[src/rtl/awr_pkg.sv]
package awr_pkg;

  typedef logic [7:0] byte_t;

  // True when addr selects byte lane idx of a window starting at base.
  function automatic logic lane_match(input int unsigned addr,
                                     input int unsigned base,
                                     input int unsigned idx);
    return addr == (base + idx);
  endfunction

  // Width in bits of the part of a word that lies above its lowest byte.
  function automatic int unsigned upper_bits(input int unsigned nbytes);
    return (nbytes - 1) * 8;
  endfunction

endpackage

[src/rtl/awr_lane_decode.sv]
module awr_lane_decode #(
  parameter int unsigned NBYTES    = 3,
  parameter int unsigned ADDR_W    = 6,
  parameter int unsigned BASE_ADDR = 16
) (
  input  logic [ADDR_W-1:0] io_addr,
  output logic [NBYTES-1:0] lane_sel
);
  import awr_pkg::*;

  for (genvar g = 0; g < NBYTES; g++) begin : g_lane
    assign lane_sel[g] = lane_match(32'(io_addr), BASE_ADDR, g);
  end

endmodule

[src/rtl/awr_read_shadow.sv]
module awr_read_shadow #(
  parameter int unsigned NBYTES = 3,
  localparam int unsigned HI_W  = (NBYTES - 1) * 8
) (
  input  logic            clk,
  input  logic            rst_n,
  input  logic            low_rd,
  input  logic [HI_W-1:0] live_hi,
  output logic [HI_W-1:0] shadow_q
);

  always_ff @(posedge clk) begin
    if (!rst_n)      shadow_q <= '0;
    else if (low_rd) shadow_q <= live_hi;
  end


  shadow_capture_chk: assert property (@(posedge clk) disable iff (!rst_n)
    low_rd |=> shadow_q == $past(live_hi));


  shadow_hold_chk: assert property (@(posedge clk) disable iff (!rst_n)
    !low_rd |=> $stable(shadow_q));

endmodule

[src/rtl/awr_write_stage.sv]
module awr_write_stage #(
  parameter int unsigned NBYTES = 3,
  localparam int unsigned W     = NBYTES * 8,
  localparam int unsigned LO_N  = NBYTES - 1
) (
  input  logic            clk,
  input  logic            rst_n,
  input  logic [LO_N-1:0] lo_wr,
  input  logic            top_wr,
  input  logic [7:0]      wdata,
  output logic            reg_load,
  output logic [W-1:0]    reg_wval
);
  import awr_pkg::*;

  byte_t                stage_q [LO_N];
  logic [(LO_N*8)-1:0]  stage_flat;

  for (genvar g = 0; g < LO_N; g++) begin : g_stage
    always_ff @(posedge clk) begin
      if (!rst_n)         stage_q[g] <= '0;
      else if (lo_wr[g])  stage_q[g] <= wdata;
    end
    assign stage_flat[g*8 +: 8] = stage_q[g];
  end

  always_ff @(posedge clk) begin
    if (!rst_n) begin
      reg_load <= 1'b0;
      reg_wval <= '0;
    end else begin
      reg_load <= top_wr;
      if (top_wr) reg_wval <= {wdata, stage_flat};
    end
  end


  load_pulse_chk: assert property (@(posedge clk) disable iff (!rst_n)
    top_wr |=> reg_load);


  no_early_load_chk: assert property (@(posedge clk) disable iff (!rst_n)
    !top_wr |=> !reg_load);


  stage_hold_chk: assert property (@(posedge clk) disable iff (!rst_n)
    (lo_wr == '0) |=> $stable(stage_flat));

endmodule

[src/rtl/atomic_wide_reg.sv]
module atomic_wide_reg #(
  parameter int unsigned NBYTES    = 3,
  parameter int unsigned ADDR_W    = 6,
  parameter int unsigned BASE_ADDR = 16,
  localparam int unsigned W        = NBYTES * 8,
  localparam int unsigned HI_W     = (NBYTES - 1) * 8
) (
  input  logic              clk,
  input  logic              rst_n,
  input  logic [ADDR_W-1:0] io_addr,
  input  logic              io_rd,
  input  logic              io_wr,
  input  logic [7:0]        io_wdata,
  output logic [7:0]        io_rdata,
  input  logic [W-1:0]      reg_cur,
  output logic              reg_load,
  output logic [W-1:0]      reg_wval
);
  import awr_pkg::*;

  logic [NBYTES-1:0] lane_sel;
  logic              low_rd_evt;
  logic              top_wr_evt;
  logic [NBYTES-2:0] lo_wr_evt;
  logic [HI_W-1:0]   shadow_q;
  byte_t             lane_byte [NBYTES];

  awr_lane_decode #(
    .NBYTES(NBYTES), .ADDR_W(ADDR_W), .BASE_ADDR(BASE_ADDR)
  ) u_decode (
    .io_addr (io_addr),
    .lane_sel(lane_sel)
  );

  assign low_rd_evt = io_rd & lane_sel[0];
  assign top_wr_evt = io_wr & lane_sel[NBYTES-1];
  assign lo_wr_evt  = {(NBYTES-1){io_wr}} & lane_sel[NBYTES-2:0];

  awr_read_shadow #(.NBYTES(NBYTES)) u_shadow (
    .clk     (clk),
    .rst_n   (rst_n),
    .low_rd  (low_rd_evt),
    .live_hi (reg_cur[W-1:8]),
    .shadow_q(shadow_q)
  );

  awr_write_stage #(.NBYTES(NBYTES)) u_stage (
    .clk     (clk),
    .rst_n   (rst_n),
    .lo_wr   (lo_wr_evt),
    .top_wr  (top_wr_evt),
    .wdata   (io_wdata),
    .reg_load(reg_load),
    .reg_wval(reg_wval)
  );

  // Lane 0 is live; every higher lane reads the frozen shadow.
  assign lane_byte[0] = reg_cur[7:0];
  for (genvar g = 1; g < NBYTES; g++) begin : g_rbyte
    assign lane_byte[g] = shadow_q[(g-1)*8 +: 8];
  end

  always_comb begin
    io_rdata = '0;
    for (int i = 0; i < NBYTES; i++) begin
      if (io_rd && lane_sel[i]) io_rdata |= lane_byte[i];
    end
  end


  lane_onehot_chk: assert property (@(posedge clk) disable iff (!rst_n)
    $onehot0(lane_sel));


  idle_rdata_chk: assert property (@(posedge clk) disable iff (!rst_n)
    !io_rd |-> io_rdata == 8'h00);


  live_low_chk: assert property (@(posedge clk) disable iff (!rst_n)
    low_rd_evt |-> io_rdata == reg_cur[7:0]);

endmodule

[config.mk]
export PLATFORM = sky130hd
export DESIGN_NAME = atomic_wide_reg
export DESIGN_NICKNAME = d
export VERILOG_FILES = /design/src/rtl/awr_pkg.sv /design/src/rtl/awr_lane_decode.sv /design/src/rtl/awr_read_shadow.sv /design/src/rtl/awr_write_stage.sv /design/src/rtl/atomic_wide_reg.sv
export SDC_FILE = /design/constraint.sdc
export NUM_CORES = 1
export LEC_CHECK = 0
export CORE_MARGIN = 8
export CORE_UTILIZATION = 50
export CTS_CLUSTER_DIAMETER = 30
export DETAILED_ROUTE_END_ITERATION = 12
export PLACE_DENSITY = 0.93
export SLEW_MARGIN = 20
export SYNTH_ARGS = -nofsm -noshare
export SYNTH_HDL_FRONTEND = slang
export SYNTH_SLANG_ARGS = --single-unit
[constraint.sdc]
create_clock -name clk -period 3.8 [get_ports clk]
set_input_delay 0.76 -clock clk [delete_from_list [all_inputs] [get_ports clk]]
set_output_delay 0.76 -clock clk [all_outputs]
set_load 0.05 [all_outputs]
==> summary.md <==
| Metric | Value |
|---|---|
| Pin count of the biggest net entering global routing | 56 |
| Area Growth Syn to Fin | 43.6% |
| CP max FO | 13 |
| Clock sinks | 57 |
| Sequential Area | around 1300 sq um |
| Worst vdd ir | around 0.38 mV |
| Part of the power in the clock network | 0.447 |
| Standard-cell rows | 25 |
| Final Critical Period | about 3300 ps |
| Number of diodes | 0 |
| Boundary Pins | 75 |
| Layout cell share with drive strength beyond 1 | 0.106 |
| Residual DRC | 0 |
| Max frequency | approximately 310 MHz |
| Worst setup margin | approximately 540 ps |
| CTS resizes | 0 |
| Core area | 4750 sq um |
| HP Class | flip-flop to flip-flop |
| Hold Path Depth | 2 |
| Relative slew slack | 0.443 |
| Fillcell total | roughly 350 |
| Initial core utilization | 0.522 |
| Worst Clk Skew | 6.19 ps |
| Netlist cell types | 24 |
| Gate Count Post-Synth | 249 |
| Vias per std cell | between 4 and 5 |
| TritonCTS Buffers | 9 |
| Status | complete, no violations |
| Pre-CTS WS | 541 ps |
| #FFs+latches synth | 57 |
| Crit end category | output port |
| Syn_area_per_cell | between 9 and 10 sq um |
| Die H | a little under 90 microns |
| Total Neg Setup Slack | 0 ps |
| Leak pwr | 1.28 nW |
| Clock transition at path regs | 70 ps |
| Sequential share of the synthesized area | 0.524 |
| Root Driver | clkbuf_8 |
| Number of iterations in the first detailed-routing pass | 4 |
| Net Switching | 290 uW |
| Flop pwr share | 0.472 |
| Final Cycle Share | 0.858 |
| Data required, critical path | ~3000 ps |
| Endpoints failing setup | 0 |
| Synthesized Nets | 291 |
| Pwr/cell area | approximately 380 nW/um^2 |
| I/O Buffers | 74 |
| Slew @ Worst Pin | between 800 and 900 ps |
| DIE AREA | between 7000 and 8000 sq um |
| GRT overflow | 0 |
| Total GRT Usage | 0.169 |
| Mapped cell area | 2480 sq um |
| DR iter-0 viols | 131 |
| Pins over their slew limit | 0 |
| Sw Share | 0.214 |
| Max-Cap Viols | 0 |
| First-pass GRT wire length | roughly 9800 microns |
| RSZ-0062 raised after global routing | no |
| Die X | ~86 microns |
| Drt wl/cell | around 15 microns |
| Combinational share of power | 0.081 |
| Int Pwr | around 1.1 mW |
| Htree depth | 3 |
| # Post-CTS Setup Buffers | 0 |
| Worst skew pair latency | roughly 320 ps |
| Antenna viol nets, final | 0 |
| Vias | roughly 2.0k |
| Final RePlAce weighted congestion | between 0.8 and 0.9 |
| Post-DP HPWL | ~4400 microns |
| Type of the worst setup path | input pin to output port |
| Vias in the first global route | 2010 |
| Initial antenna violation count | 0 |
| CP Launch Type | input pin |
| Hold Violations, Final | 0 |
| Cts hold-fix bufs | 0 |
| Longest Clk Path Bufs | 2 |
| Synth Warn # | 0 |
| Arr. time, crit path | between 2000 and 3000 ps |
| Nets | between 300 and 400 |
| Reg2Reg Depth | 2 |
| Footprint of the multi-input gates | 1090 sq um |
| CTS tree | built |
| Detailed Route WL | 6130 microns |
==> synthesized netlist by cell type, drive strengths merged <==
| cell | n | area share |
|---|---|---|
| a2bb2oi | 8 | 0.028 |
| and2 | 17 | 0.043 |
| and4bb | 1 | 0.0050 |
| buf | 6 | 0.017 |
| clkbuf | 12 | 0.018 |
| dfxtp | 41 | 0.33 |
| edfxtp | 16 | 0.19 |
| mux2i | 48 | 0.19 |
| nand2 | 80 | 0.12 |
| nand2b | 2 | 0.0050 |
| nand3b | 1 | 0.0030 |
| nor2 | 8 | 0.012 |
| nor2b | 1 | 0.0025 |
| nor3 | 1 | 0.0020 |
| nor4 | 2 | 0.011 |
| o21ai | 1 | 0.0020 |
| o31ai | 1 | 0.0030 |
| or2 | 1 | 0.0025 |
| or3b | 2 | 0.0071 |
==> kinds of logic after synthesis <==
| kind of cell | share of synthesized area |
|---|---|
| buffers and inverters | 0.0353 |
| muxes | 0.193 |
| DFF | 0.524 |
| AOI/OAI and AO/OA | 0.0332 |
| and+or+nand+nor | 0.214 |
==> final cells by class <==
class / instances / area share
timing repair buffer: 82 / 0.246
sequential: 57 / 0.365
multi-input combinational: 174 / 0.307
tap: 67 / 0.0235
clock buffer: 11 / 0.0368
clock inverter: 5 / 0.0224
==> flip-flops by register name, indices dropped and copies added (netlist names) <==
signal and cells:
u_stage.reg_wval 24, u_shadow.shadow_q 16, u_stage.stage_q 16, u_stage.reg_load 1
==> through the flow <==
| step | power, mW | utilization | hold WS, ps | instance area [sq um] | cells |
|---|---|---|---|---|---|
| 3_5_place_dp | 0.761 | 0.706 | 447 | 3360 | 380 |
| 4_1_cts | 1.36 | 0.750 | 459 | 3570 | 396 |
| 6_report | 1.35 | 0.750 | 457 | 3570 | 396 |
| 2_1_floorplan | 0.701 | - | 434 | 2480 | 249 |
| 3_3_place_gp | 0.759 | 0.706 | 442 | 3360 | 380 |
| 5_1_grt | 1.40 | 0.750 | 476 | 3570 | 396 |
==> critical path, stage by stage <==
cell and delay [ps]:
clkdlybuf4s50_1 460, buf_4 190, nor2b_1 540, a2bb2oi_1 140, nor2_1 220, buf_12 170
==> metal layers <==
layer / vias to the layer above / share of wire / wire, microns / global-route usage
met5: - / 0 / 0 / 0
met4: 0 / 0.015 / 93 / 0.0751
met3: 7 / 0.045 / 276 / 0.0350
met2: 42 / 0.51 / 3130 / 0.288
met1: 937 / 0.43 / 2620 / 0.198
li1: 981 / - / - / -
==> worst paths after layout <==
check	to	slack, ps	start
hold reg to reg	u_stage.reg_wval[9]	460	u_stage.reg_wval[9]
setup / recovery	io_rdata[2]	540	io_addr[1]
hold / removal	u_stage.reg_wval[9]	460	u_stage.reg_wval[9]
setup reg to reg	u_stage.reg_wval[15]	3080	u_stage.stage_q[1][7]
==> power by group through the flow <==
| stage | Combinational [mW] | Sequential (mW) | Clock (mW) |
|---|---|---|---|
| global route | 0.118 | 0.639 | 0.643 |
| global placement | 0.107 | 0.651 | 0 |
| CTS | 0.111 | 0.638 | 0.616 |
| detailed placement | 0.110 | 0.651 | 0 |
| floorplan | 0.0463 | 0.654 | 0 |
| finish | 0.110 | 0.638 | 0.604 |
==> cells in the final DEF, fill, tap and decap left out <==
| master | n |
|---|---|
| a2bb2oi_1 | 8 |
| o21ai_0 | 1 |
| bufinv_16 | 2 |
| nor4_1 | 1 |
| buf_12 | 8 |
| or3b_2 | 1 |
| and2_1 | 17 |
| nor4_4 | 1 |
| nand2_1 | 80 |
| clkbuf_8 | 9 |
| nor3_1 | 1 |
| nand2b_1 | 2 |
| buf_2 | 1 |
| clkinvlp_4 | 2 |
| clkdlybuf4s50_1 | 65 |
| mux2i_1 | 48 |
| buf_4 | 8 |
| dfxtp_1 | 41 |
| clkinv_2 | 1 |
| or2_2 | 1 |
| or3b_1 | 1 |
| nor2_1 | 8 |
| nor2b_1 | 1 |
| and4bb_2 | 1 |
| clkbuf_1 | 2 |
| edfxtp_1 | 16 |
| o31ai_1 | 1 |
| nand3b_1 | 1 |
(Power assumes the default switching activity.)
